[src/rtl/reset_ctrl_pkg.sv]
package reset_ctrl_pkg;
  localparam int NUM_CAUSE = 9;
  localparam int STAT_W    = NUM_CAUSE + 1;

  localparam int B_PWR  = 0;
  localparam int B_BRN  = 1;
  localparam int B_PIN  = 2;
  localparam int B_SW   = 3;
  localparam int B_WDOG = 4;
  localparam int B_TRAP = 5;
  localparam int B_ILL  = 6;
  localparam int B_UNW  = 7;
  localparam int B_CFG  = 8;
  localparam int B_BSWEN = 9;

  typedef enum logic [1:0] {
    BRN_OFF   = 2'b00,
    BRN_SOFT  = 2'b01,
    BRN_AWAKE = 2'b10,
    BRN_ON    = 2'b11
  } brn_mode_e;
endpackage

[src/rtl/rc_pin_filter.sv]
module rc_pin_filter #(
  parameter int SYNC_STAGES = 2,
  parameter int FILT_LEN    = 4
) (
  input  logic clk_i,
  input  logic rst_i,
  input  logic pin_n_i,
  output logic req_o
);
  localparam int CW = $clog2(FILT_LEN + 1);

  logic [SYNC_STAGES-1:0] sync_q;
  logic [CW-1:0]          low_cnt_q;

  always_ff @(posedge clk_i) begin
    if (rst_i) sync_q <= '1;
    else       sync_q <= {sync_q[SYNC_STAGES-2:0], pin_n_i};
  end

  always_ff @(posedge clk_i) begin
    if (rst_i)                            low_cnt_q <= '0;
    else if (sync_q[SYNC_STAGES-1])       low_cnt_q <= '0;
    else if (low_cnt_q != CW'(FILT_LEN))  low_cnt_q <= low_cnt_q + 1'b1;
  end

  assign req_o = (low_cnt_q == CW'(FILT_LEN));
endmodule

[src/rtl/rc_bor_gate.sv]
module rc_bor_gate
  import reset_ctrl_pkg::*;
(
  input  logic [1:0] mode_i,
  input  logic       sw_en_i,
  input  logic       sleep_i,
  output logic       allow_o
);
  always_comb begin
    unique case (brn_mode_e'(mode_i))
      BRN_OFF:   allow_o = 1'b0;
      BRN_SOFT:  allow_o = sw_en_i;
      BRN_AWAKE: allow_o = ~sleep_i;
      BRN_ON:    allow_o = 1'b1;
      default:   allow_o = 1'b0;
    endcase
  end
endmodule

[src/rtl/rc_stretch.sv]
module rc_stretch #(
  parameter int HOLD_CYCLES = 16
) (
  input  logic clk_i,
  input  logic src_i,
  output logic hold_o
);
  localparam int HW = $clog2(HOLD_CYCLES + 1);

  logic [HW-1:0] left_q;

  always_ff @(posedge clk_i) begin
    if (src_i)              left_q <= HW'(HOLD_CYCLES);
    else if (left_q != '0)  left_q <= left_q - 1'b1;
  end

  assign hold_o = (left_q != '0);
endmodule

[src/rtl/reset_ctrl.sv]
module reset_ctrl
  import reset_ctrl_pkg::*;
#(
  parameter int HOLD_CYCLES = 16,
  parameter int FILT_LEN    = 4,
  parameter int SYNC_STAGES = 2
) (
  input  logic              clk_i,
  input  logic              por_i,
  input  logic              pin_rst_n_i,
  input  logic              sw_rst_i,
  input  logic              wdog_i,
  input  logic              brownout_i,
  input  logic              trap_i,
  input  logic              illegal_op_i,
  input  logic              uninit_w_i,
  input  logic              cfg_mismatch_i,
  input  logic              sleep_i,
  input  logic [1:0]        brn_cfg_i,
  input  logic              stat_we_i,
  input  logic [STAT_W-1:0] stat_wdata_i,
  output logic              sys_rst_o,
  output logic [STAT_W-1:0] status_o
);
  logic                 pin_req;
  logic                 brn_allow;
  logic                 hold;
  logic                 src_any;
  logic [NUM_CAUSE-1:0] cause;
  logic [STAT_W-1:0]    status_q;
  logic [STAT_W-1:0]    status_d;
  logic [STAT_W-1:0]    base;

  rc_pin_filter #(.SYNC_STAGES(SYNC_STAGES), .FILT_LEN(FILT_LEN)) pin_i (
    .clk_i   (clk_i),
    .rst_i   (por_i),
    .pin_n_i (pin_rst_n_i),
    .req_o   (pin_req)
  );

  rc_bor_gate bor_i (
    .mode_i  (brn_cfg_i),
    .sw_en_i (status_q[B_BSWEN]),
    .sleep_i (sleep_i),
    .allow_o (brn_allow)
  );

  always_comb begin
    cause          = '0;
    cause[B_PWR]   = por_i;
    cause[B_BRN]   = brownout_i & brn_allow;
    cause[B_PIN]   = pin_req;
    cause[B_SW]    = sw_rst_i;
    cause[B_WDOG]  = wdog_i;
    cause[B_TRAP]  = trap_i;
    cause[B_ILL]   = illegal_op_i;
    cause[B_UNW]   = uninit_w_i;
    cause[B_CFG]   = cfg_mismatch_i;
  end

  assign src_any = |cause;

  rc_stretch #(.HOLD_CYCLES(HOLD_CYCLES)) str_i (
    .clk_i  (clk_i),
    .src_i  (src_any),
    .hold_o (hold)
  );

  always_comb begin
    base     = stat_we_i ? stat_wdata_i : status_q;
    status_d = base | {1'b0, cause};
  end

  always_ff @(posedge clk_i) begin
    if (por_i) begin
      status_q          <= '0;
      status_q[B_PWR]   <= 1'b1;
      status_q[B_BRN]   <= 1'b1;
      status_q[B_BSWEN] <= 1'b1;
    end else begin
      status_q <= status_d;
    end
  end

  assign sys_rst_o = src_any | hold;
  assign status_o  = status_q;
endmodule

[config.mk]
export PLATFORM = sky130hd
export DESIGN_NAME = reset_ctrl
export DESIGN_NICKNAME = d
export VERILOG_FILES = /design/src/rtl/reset_ctrl_pkg.sv /design/src/rtl/rc_pin_filter.sv /design/src/rtl/rc_bor_gate.sv /design/src/rtl/rc_stretch.sv /design/src/rtl/reset_ctrl.sv
export SDC_FILE = /design/constraint.sdc
export NUM_CORES = 1
export LEC_CHECK = 0
export BUFFER_PORTS_ARGS = -buffer_cell sky130_fd_sc_hd__buf_2
export CORE_AREA = 2 2 49 51
export DETAILED_ROUTE_END_ITERATION = 16
export DIE_AREA = 0 0 51 53
export PLACE_DENSITY_LB_ADDON = 0.2
export SYNTH_ARGS = -nofsm -noshare
export SYNTH_HDL_FRONTEND = slang
export SYNTH_HIERARCHICAL = 1
export SYNTH_SLANG_ARGS = --single-unit
[constraint.sdc]
create_clock -name clk_i -period 2.9 [get_ports clk_i]
set_clock_uncertainty 0.15 [all_clocks]
set_input_delay 0.145 -clock clk_i [delete_from_list [all_inputs] [get_ports clk_i]]
set_output_delay 0.145 -clock clk_i [all_outputs]
set_load 0.02 [all_outputs]
Yosys cells after proc, flatten, opt, wreduce, memory -nomap -nowiden

Cells that the tools add are included.

Register bits: 20
Input bits: 24
Output and inout port bits: 11

$add $sub $neg: 2
Equal/unequal tests: 5
Mux-type cells: 2
Bitwise logic cells: 4
Reduce and logical (&&, ||, !) cells: 4

Operators with widths:

| cell                                                | number |
|---|---|
| 2-to-1 mux 10 bit                                   | 1 |
| OR 10 x 9 -> 10 bit                                 | 1 |
| OR reduction 9 bit                                  | 1 |
| nonzero test 5 bit                                  | 1 |
| subtractor 5 x 1 -> 5 bit, second input constant    | 1 |
| equality test 2 bit, second input constant          | 2 |
| one-hot mux 1 bit (4 select lines)                  | 1 |
| adder 3 x 1 -> 3 bit, second input constant         | 1 |
| equality test 3 bit, second input constant          | 1 |
| != test 3 bit, second input constant                | 1 |
| equality test 2 x 1 -> 1 bit, second input constant | 1 |
| logical NOT 2 bit                                   | 1 |
| OR reduction 2 bit                                  | 1 |
| AND 1 bit                                           | 1 |
| NOT 1 bit                                           | 1 |
| OR 1 bit                                            | 1 |

Logic depth before layout (Yosys ltp)

Gate-level depths: netlist of the first run.

Depth after elaboration: 5
Depth in mapped cells: 7
Gate-level depth less buffers: 7

Hierarchy

Netlist of the first run, hierarchy kept.

By module, submodules not included:

| module        | instances | cells each | area each (µm²) | sequential area each (µm²) |
|---|---|---|---|---|
| reset_ctrl    | 1         | 45         | 426.7           | 200.2 |
| rc_stretch    | 1         | 26         | 281.5           | 100.1 |
| rc_pin_filter | 1         | 21         | 221.5           | 100.1 |
| rc_bor_gate   | 1         | 3          | 17.5            | 0.0 |

Worst setup path after synthesis of the first run

OpenSTA, ideal clock, no wires.

Path kind: register to register
Start: reg pin_i.low_cnt_q[0]
End: reg str_i.left_q[0]
Library setup time: 58 ps
Arrival: 1,635 ps
Data required time: 2,692 ps
Slack: 1,057 ps
Cell stages (with the launch flop): 8
Clock period less this slack: 1,843 ps
Cells stage by stage: dfxtp_1 inv_1 ha_1 and2_2 nor4_1 nand4_1 nor2b_1 mux2_2

Longest elaborated chain between the ends: 2

Ends and longest elaborated chain:

| element                | line                | text |
|---|---|---|
| from (decl)            | rc_pin_filter.sv:13 | `logic [CW-1:0] low_cnt_q;` |
| from (signal assigned) | rc_pin_filter.sv:23 | `else if (low_cnt_q != CW'(FILT_LEN)) low_cnt_q <= low_cnt_q + 1'b1;` |
| equality test 3 bit    | rc_pin_filter.sv:26 | `assign req_o = (low_cnt_q == CW'(FILT_LEN));` |
| named net pin_req      | reset_ctrl.sv:25    | `logic pin_req;` |
| OR reduction 9 bit     | reset_ctrl.sv:61    | `assign src_any = \|cause;` |
| named net src_any      | reset_ctrl.sv:28    | `logic src_any;` |
| to (signal assigned)   | rc_stretch.sv:13    | `if (src_i) left_q <= HW'(HOLD_CYCLES);` |
| to (signal assigned)   | rc_stretch.sv:14    | `else if (left_q != '0) left_q <= left_q - 1'b1;` |
| to (decl)              | rc_stretch.sv:10    | `logic [HW-1:0] left_q;` |

The timed path passes the listed nets, and every way through them passes these cells.
A chain may end at the register's enable or synchronous reset.

Worst setup path in the final report of the first run

Start: reg pin_i.low_cnt_q[0]
End: reg str_i.left_q[1]

The elaborated chain is that of the path after synthesis.

==> impl_metrics.toml, run 1 <==
[global_routing]
grt_pass1_wl_mm = 3.51
grt_usage_pct = 17.9
grt_overflow = 0
grt_start_max_net_pins = 16
antenna_found_initial = 0
grt_pass1_vias = 877

[critical_path]
crit_cells = 7
slowest_delay_ps = 390
crit_fanout = 8
cp.arrival_ps = 2210
setup.worst_path.start_class = "flop"
cp.required_ps = 3000
cpLargestDelayFamily = "simple AND/OR/NAND/NOR gates"
slowest_stage = "dfxtp_1"
end_kind = "flop"
worst_r2r_path_depth = 7
path_cells = "inv_1 > ha_1 > and2_2 > nor4_1 > nand4_1 > nor2b_1 > mux2_2"
crit_type = "reg2reg"
crit_buf_inv = 1

[sta]
worst_pin_slew_ps = 386
tns_ps = 0
final_hold_viol_count = 0
relSlewSlack_pct = 74.1
timing.hold.ws_ps = 5.88
rsz0062_at_grt = "false"
fmaxAchievable_mhz = 473
timing_max_transition_violations_final = 0
finalCritPeriodShare_pct = 72.9
period_needed_ps = 2120
finalSetupViolCount = 0

[pwr]
cellLeakagePower_nw = 0.632
irDropWorstVdd_mv = 0.275
p_per_area_nw_per_um2 = 387

[drt]
drcViolationCount = 0
dr.first_iter.drc_count = 4
wl_per_cell_um = 12.0
via_per_inst = 4.83
ant_nets = 0
vias = 845
dr.pass1.iters = 3
routed_wirelength_mm = 2.11

[outcome]
outcome = "complete, no violations"

[synthesis]
synth_top_area_share_pct = 42.3
synth_edf_count = 0
yosysMostFrequentCell = "dfxtp_1"
synth.area.top_cells = "dfxtp_1, mux2i_1, ha_1"
syn_area_per_cell_um2 = 9.97
syn-cell-area_um2 = 947
synth-seq-cells = 20
yosysWarnings = 6
synth_ff_type = "dfxtp_1"
synthCells = 95
yosysSeqAreaShare_pct = 42.3
postSynth.asyncResetShare_pct = 0
synth_common_cells = "dfxtp_1, inv_1, a21oi_1, mux2i_1, nor2_1"
syn_nets = 123
yosysTopAreaCell = "dfxtp_1"
ys_types = 33

[floorplanning]
num_rows = 17
initial_core_util_pct = 44.1
die-width_um = 51
core_area_um2 = 2150
boundaryPins = 35
die_area_um2 = 2700
chipHeight_um = 53

[clock_tree]
cts_tree = "yes"
clk_pin_slew_ps = 100
cts_root_buffer = "clkbuf_4"
clk_latency_ps = 290
cts_resized = 0
post_cts_buffers = 0
cts_hold_buf = 17
cts-htree-levels = 1
cts_buffer_depth = 2
cts_made_buffers = 3
clkSinkCount = 20

[placed_design]
gp_congestion = 0.709
place.port_buffers = 34
dp_hpwl_mm = 1.39

[layout]
drive_gt1_share_pct = 34.0
area_growth_pct = 40.3
nNetsFinal = 177
diodes = 0

[min_path]
hold_depth = 3
hold_path.class = "in2reg"

[flow_run]
cap_viol_max_count = 0
-- through the flow --
| step | power, mW | util (%) | setup slack [ps] | instances | area, µm² |
|---|---|---|---|---|---|
| detailed placement | 0.372 | 52.9 | 769 | 155 | 1140 |
| finish | 0.515 | 61.9 | 785 | 175 | 1330 |
| global placement | 0.370 | 52.9 | 904 | 155 | 1140 |
| global route | 0.538 | 61.9 | 515 | 175 | 1330 |
| CTS | 0.522 | 61.9 | 739 | 175 | 1330 |
| floorplan | 0.342 | - | 1060 | 95 | 947 |
-- final timing paths --
path                      startpoint              end  slack [ps]
setup / recovery  pin_i/low_cnt_q[0]  str_i/left_q[1]         780
hold / removal       stat_wdata_i[7]      status_o[7]           6
setup reg to reg  pin_i/low_cnt_q[0]  str_i/left_q[1]         780
hold reg to reg      pin_i/sync_q[0]  pin_i/sync_q[1]         290
-- cell usage in the layout, fill, tap and decap left out --
cell	instances
buf_2	34
dfxtp_1	20
dlygate4sd3_1	17
inv_1	13
a21oi_1	9
mux2i_1	8
nor2_1	6
ha_1	4
nor2b_1	3
clkbuf_4	3
nand4_1	2
a211o_1	2
nand3_1	2
a211oi_1	2
or2_2	2
mux2_2	2
nor4_1	1
nand2_1	1
and2b_4	1
a21oi_2	1
and2_2	1
a21bo_2	1
and3b_1	1
nor4_2	1
a21o_2	1
nor4b_4	1
o31ai_1	1
or4_4	1
a211oi_2	1
xnor2_1	1
nor3_1	1
nand4bb_1	1
or4b_1	1
a2bb2oi_1	1
-- layout make-up --
cell class	instances	area, µm²
clock buffer	3	22.5
inverter	13	48.8
fill	194	820
tap	28	35.0
multi-input combinational	60	482
sequential	20	400
timing repair buffer	51	340
-- sequential cells by signal, summed over array words and instances (netlist names) --
name / cells
pin_i/low_cnt_q: 3
pin_i/sync_q: 2
str_i/left_q: 5
status_o: 10
-- per-layer routing --
layer	global-route usage [%]	vias to the layer above	share of wire [%]
li1	-	435	-
met1	17.6	374	42
met2	33.8	28	50
met3	3.67	8	4.5
met4	12.2	0	3.3
met5	0	-	0
-- report_power, final --
group / leakage (nW) / switching, mW / internal [mW]
Clock: 0.0138 / 0.0795 / 0.0484
Combinational: 0.454 / 0.0427 / 0.0508
Sequential: 0.165 / 0.00660 / 0.287
Total: 0.632 / 0.129 / 0.386
-- worst register-to-register path, cell delays in order, from the launching register on --
cell     delay [ps]
dfxtp_1         390
inv_1            60
ha_1            250
and2_2          220
nor4_1          290
nand4_1         370
nor2b_1         200
mux2_2          150
-- logic make-up (layout without fill, tap and decap cells) --
family / count (synthesis) / in the layout / share of synthesized area, %
simple gates: 26 / 26 / 19.7
flops: 20 / 20 / 42.3
compound gates: 19 / 19 / 14.1
buf+inv: 15 / 67 / 6.87
mux: 10 / 10 / 10.8
fa+ha+maj: 4 / 4 / 5.28
xor+xnor: 1 / 1 / 0.925
No activity file was read; power rests on OpenSTA's default activity.
==> run 2, diff against run 1 <==
--- a/config.mk
+++ b/config.mk
@@ -5,6 +5,7 @@
 export SDC_FILE = /design/constraint.sdc
 export NUM_CORES = 1
 export LEC_CHECK = 0
+export ABC_AREA = 1
 export BUFFER_PORTS_ARGS = -buffer_cell sky130_fd_sc_hd__buf_2
 export CORE_AREA = 2 2 49 51
 export DETAILED_ROUTE_END_ITERATION = 16
==> constraint.sdc (replaced) <==
create_clock -name clk_i -period 2.1 [get_ports clk_i]
set_clock_uncertainty 0.15 [all_clocks]
set_input_delay 0.105 -clock clk_i [delete_from_list [all_inputs] [get_ports clk_i]]
set_output_delay 0.105 -clock clk_i [all_outputs]
set_load 0.02 [all_outputs]
==> run 2 against run 1 <==
Net effect: combinational power rose by 48%; non-clock buffer count rose by 3; synthesized area rose by 0.13%; first-iteration DRC count rose by 75%; worst setup slack got worse by 720 ps; register-to-register slack got worse by 310 ps; via count rose by 22%; sequential cell count did not move; clock power rose by 37%; count of clock-buffer cells in the layout did not move; wire length rose by 15%; core utilization rose by 1.7 points.
==> impl_metrics.toml, run 2 <==
[layout]
drive_gt1_share_pct = 27.1
final_common_cell = "nand2_1"
multi_input_area_um2 = 464
nNetsFinal = 218
regArea_um2 = 402
largest_reg_flops = 10
most-common-layout-cells = "nand2_1, buf_2, dlygate4sd3_1, dfxtp_1, inv_1"
fill_cells = 200
diodes = 0
final_util_pct = 63.6
area_growth_pct = 44.1

[critical_path]
setup.worst_path.start_class = "primary input"
crit_type = "in2reg"
cp.arrival_ps = 2080
end_kind = "flop"
crit_fanout = 1
cp.required_ps = 2140

[clock_tree]
cts-htree-levels = 1
clk_latency_ps = 290
clk_pin_slew_ps = 110
cts_buffer_depth = 2
post_cts_buffers = 0
cts_tree = "yes"
clkSinkCount = 20
cts_root_buffer = "clkbuf_4"
cts_made_buffers = 3

[drt]
ant_nets = 0
dr.first_iter.drc_count = 7
wl_per_cell_um = 11.2
vias = 1027
drcViolationCount = 0
routed_wirelength_mm = 2.42
dr.pass1.iters = 4
via_per_inst = 4.75

[synthesis]
synth_edf_count = 0
synth.area.top_cells = "dfxtp_1, nand2_1, inv_1"
synth_common_cells = "nand2_1, dfxtp_1, inv_1, nor2_1, nand3_1"
synth-seq-cells = 20
synthCells = 132
yosysWarnings = 6
synth_top_area_share_pct = 42.2
syn_area_per_cell_um2 = 7.18
yosysSeqAreaShare_pct = 42.2
postSynth.asyncResetShare_pct = 0
yosysTopAreaCell = "dfxtp_1"
ys_types = 19
synth_ff_type = "dfxtp_1"
yosysMostFrequentCell = "nand2_1"
syn-cell-area_um2 = 948
syn_nets = 160

[global_routing]
grt_pass1_vias = 959
grt_usage_pct = 19.1
antenna_found_initial = 0
grt_overflow = 0
grt_pass1_wl_mm = 3.77
grt_start_max_net_pins = 12

[sta]
period_needed_ps = 2040
final_hold_viol_count = 0
finalCritPeriodShare_pct = 97.0
timing_max_transition_violations_final = 0
finalSetupViolCount = 0
tns_ps = 0
worst_pin_slew_ps = 266
rsz0062_at_grt = "false"
relSlewSlack_pct = 82.1
fmaxAchievable_mhz = 491

[min_path]
hold_path.class = "in2reg"

[pwr]
irDropWorstVdd_mv = 0.346
sequentialPowerShare_pct = 56.4
p_comb_share_pct = 19.2
cellLeakagePower_nw = 0.698
clkPwrFrac_pct = 24.4
p_int_mw = 0.533
switching_share_pct = 25.8
p_switching_mw = 0.185
p_per_area_nw_per_um2 = 525

[placed_design]
gp_congestion = 0.718
place.port_buffers = 34
dp_hpwl_mm = 1.61

[floorplanning]
die_area_um2 = 2700
boundaryPins = 35
core_area_um2 = 2150
initial_core_util_pct = 44.1
chipHeight_um = 53
die-width_um = 51
num_rows = 17

[outcome]
outcome = "complete, no violations"

[flow_run]
cap_viol_max_count = 0
==> run 2: cell types whose count changed after synthesis, moves of 3 or more <==
cell / before / now
a21oi_1: 9 / 6
nand2_2: 0 / 3
mux2i_1: 8 / 0
nor2b_1: 3 / 0
nor2_1: 6 / 13
nand3_1: 2 / 9
nand3b_1: 0 / 5
nor2_2: 0 / 3
inv_2: 0 / 4
nand2_1: 1 / 40
==> run 2: worst max-delay path, cell delays in order <==
cell and delay [ps]:
dlygate4sd3_1 540, buf_2 120, a21oi_1 130, dlygate4sd3_1 560, a21oi_1 70, dlygate4sd3_1 560
==> run 2: final timing paths <==
kind / from / end / slack, ps / cells after the start
setup / recovery: stat_wdata_i[8] / status_o[8] / 60 / 6
hold / removal: uninit_w_i / str_i/left_q[4] / 30 / 5
setup reg to reg: pin_i/low_cnt_q[0] / str_i/left_q[0] / 470 / 11
hold reg to reg: pin_i/sync_q[0] / pin_i/sync_q[1] / 270 / 1
==> run 2: logic make-up (layout without fill, tap and decap cells) <==
group | after synthesis | count (layout) | share of synthesized area (%)
AOI/OAI and AO/OA | 8 | 8 | 4.22
xor gates and xnor gates | 1 | 1 | 0.924
adders and majority gates | 4 | 4 | 5.28
buffers and inverters | 20 | 76 | 8.84
DFF | 20 | 20 | 42.2
and+or+nand+nor | 79 | 79 | 38.5
==> run 2: metal layers <==
metal	up-vias	GRT usage (%)	wire, µm
li1	517	-	-
met1	475	17.0	949
met2	27	39.0	1340
met3	8	3.11	74
met4	0	12.2	53
met5	-	0	0
==> run 2: cell type report <==
class,count,area share [%]
Clock buffer,3,1.65
Sequential cell,20,29.4
Timing Repair Buffer,54,27.1
Inverter,19,5.31
Tap cell,28,2.56
Multi-Input combinational cell,92,34.0
==> run 2: power groups by stage <==
stage	sequential [mW]	clock (mW)	combinational, mW
after floorplan	0.429	0	0.0408
after global placement	0.412	0	0.100
after detailed placement	0.413	0	0.103
after CTS	0.404	0.179	0.135
after global routing	0.407	0.194	0.150
final	0.405	0.175	0.138
==> run 2: through the flow <==
stage | instance area, µm² | setup slack [ps] | cells | power, mW | hold WS (ps)
CTS | 1370 | 132 | 216 | 0.719 | 18.5
finish | 1370 | 62.7 | 216 | 0.717 | 25.5
detailed placement | 1140 | 478 | 193 | 0.516 | 142
global route | 1370 | 9.22 | 216 | 0.752 | 38.6
floorplan | 948 | 621 | 132 | 0.470 | 24.1
global placement | 1140 | 556 | 193 | 0.512 | 134
==> run 2: repair_timing <==
action                                  CTS  global route
endpoints found under the setup margin    0             1
resized for setup                         0             1
hold buffers                             20             0
hold endpoints to repair                 12             0
==> run 3, diff against run 2 <==
--- a/config.mk
+++ b/config.mk
@@ -10,7 +10,9 @@
 export CORE_AREA = 2 2 49 51
 export DETAILED_ROUTE_END_ITERATION = 16
 export DIE_AREA = 0 0 51 53
+export MAX_ROUTING_LAYER = met4
 export PLACE_DENSITY_LB_ADDON = 0.2
+export SLEW_MARGIN = 25
 export SYNTH_ARGS = -nofsm -noshare
 export SYNTH_HDL_FRONTEND = slang
 export SYNTH_HIERARCHICAL = 1
==> run 3 against run 2 <==
Net effect: critical path depth unchanged; sequential power is essentially flat; critical endpoint unchanged; non-clock buffer count is the same; largest cell class unchanged; design area unchanged; global-route usage rose by 0.50 points; cell count unchanged; die area is the same; wire length decreased by 0.54%; first-iteration DRC count is the same; register-to-register slack about the same.
==> impl_metrics.toml, run 3 (synthesis results as in run 2) <==
[outcome]
outcome = "complete, no violations"

[floorplanning]
num_rows = 17
boundaryPins = 35
chipHeight_um = 53
initial_core_util_pct = 44.1
die-width_um = 51
core_area_um2 = 2150
die_area_um2 = 2700

[sta]
final_hold_viol_count = 0
timing.hold.ws_ps = 32.2
period_needed_ps = 2040
tns_ps = 0
fmaxAchievable_mhz = 490
finalCritPeriodShare_pct = 97.3
rsz0062_at_grt = "false"
worst_pin_slew_ps = 267
timing_max_transition_violations_final = 0
relSlewSlack_pct = 82.1
finalSetupViolCount = 0

[drt]
wl_per_cell_um = 11.1
dr.pass1.iters = 4
via_per_inst = 4.68
routed_wirelength_mm = 2.40
vias = 1011
dr.first_iter.drc_count = 7
drcViolationCount = 0
ant_nets = 0

[clock_tree]
cts_buffer_depth = 2
cts_root_buffer = "clkbuf_4"
clkSinkCount = 20
cts_made_buffers = 3
clk_pin_slew_ps = 100
clk_latency_ps = 290
cts-htree-levels = 1
cts_tree = "yes"
post_cts_buffers = 0

[layout]
multi_input_area_um2 = 464
final_common_cell = "nand2_1"
most-common-layout-cells = "nand2_1, buf_2, dlygate4sd3_1, dfxtp_1, inv_1"
fill_cells = 200
largest_reg_flops = 10
final_cell_area_um2 = 1370
area_growth_pct = 44.1
nNetsFinal = 218
regArea_um2 = 402
drive_gt1_share_pct = 27.1
diodes = 0

[global_routing]
antenna_found_initial = 0
grt_overflow = 0
use_met1_pct = 17.1
grt_start_max_net_pins = 12
use_met2_pct = 39.0
grt_pass1_vias = 960
grt_pass1_wl_mm = 3.77
grt_use_met3_pct = 2.82
grt_usage_pct = 19.6
busiest_layer = "met2"

[critical_path]
rrSetupSlack_ps = 480
crit_fanout = 1
crit_type = "in2reg"
slowest_stage = "dlygate4sd3_1"
path_cells = "dlygate4sd3_1 > buf_2 > a21oi_1 > dlygate4sd3_1 > a21oi_1 > dlygate4sd3_1"
crit_path_frequent_cell = "dlygate4sd3_1"
slowest_delay_ps = 560
setup.worst_path.start_class = "primary input"
cp.required_ps = 2130
cp.arrival_ps = 2080
end_kind = "flop"

[placed_design]
gp_congestion = 0.726
place.port_buffers = 34
dp_hpwl_mm = 1.61
place_area_um2 = 1140

[pwr]
p_per_area_nw_per_um2 = 523
sequentialPowerShare_pct = 56.7
switching_share_pct = 25.4
p_int_mw = 0.533
irDropWorstVdd_mv = 0.348
p_comb_share_pct = 19.2
cellLeakagePower_nw = 0.698
p_switching_mw = 0.182
clkPwrFrac_pct = 24.1

[flow_run]
cap_viol_max_count = 0

[min_path]
hold_path.class = "in2reg"
-- run 3: cell counts in the layout (fill, tap and decap cells not counted) --
Identical to the previous run, type by type.
-- run 3: metrics by stage --
step                utilization (%)  worst slack (ps)  power [mW]  instances
floorplan                         -               621       0.470        132
global placement               53.2               556       0.512        193
detailed placement             53.2               478       0.516        193
CTS                            63.5               132       0.719        216
global route                   63.6              9.21       0.752        216
finish                         63.6              57.5       0.714        216
-- run 3: worst max-delay path, delay by kind of cell --
family	cells	cell delay [ps]
buf+inv	4	1780
compound gates	2	190
-- run 3: metal layers --
metal	vias up	part of all wire, %
li1	517	-
met1	467	40
met2	23	56
met3	4	2.7
met4	0	1.5
met5	-	0
-- run 3: area by class of cell --
class / count / area share, %
Timing Repair Buffer: 54 / 27.1
Inverter: 19 / 5.31
Tap cell: 28 / 2.56
Multi-Input combinational cell: 92 / 34.0
Sequential cell: 20 / 29.4
Clock buffer: 3 / 1.65
-- run 3: power groups by stage --
| stage | clock network (mW) | logic (mW) | registers [mW] |
|---|---|---|---|
| 4_1_cts | 0.179 | 0.135 | 0.404 |
| 3_3_place_gp | 0 | 0.100 | 0.412 |
| 6_report | 0.172 | 0.137 | 0.405 |
| 2_1_floorplan | 0 | 0.0408 | 0.429 |
| 3_5_place_dp | 0 | 0.103 | 0.413 |
| 5_1_grt | 0.194 | 0.150 | 0.407 |
-- run 3: what timing repair did --
| action | CTS | global route |
|---|---|---|
| endpoints found under the setup margin | 0 | 1 |
| hold buffers | 20 | 0 |
| hold endpoints to repair | 12 | 0 |
| resized for setup | 0 | 1 |
-- run 3: final timing paths --
| kind | end | cells after the start | startpoint |
|---|---|---|---|
| max | status_o[8] | 6 | stat_wdata_i[8] |
| min | str_i/left_q[4] | 5 | uninit_w_i |
| max reg2reg | str_i/left_q[0] | 11 | pin_i/low_cnt_q[0] |
| min reg2reg | pin_i/sync_q[1] | 1 | pin_i/sync_q[0] |
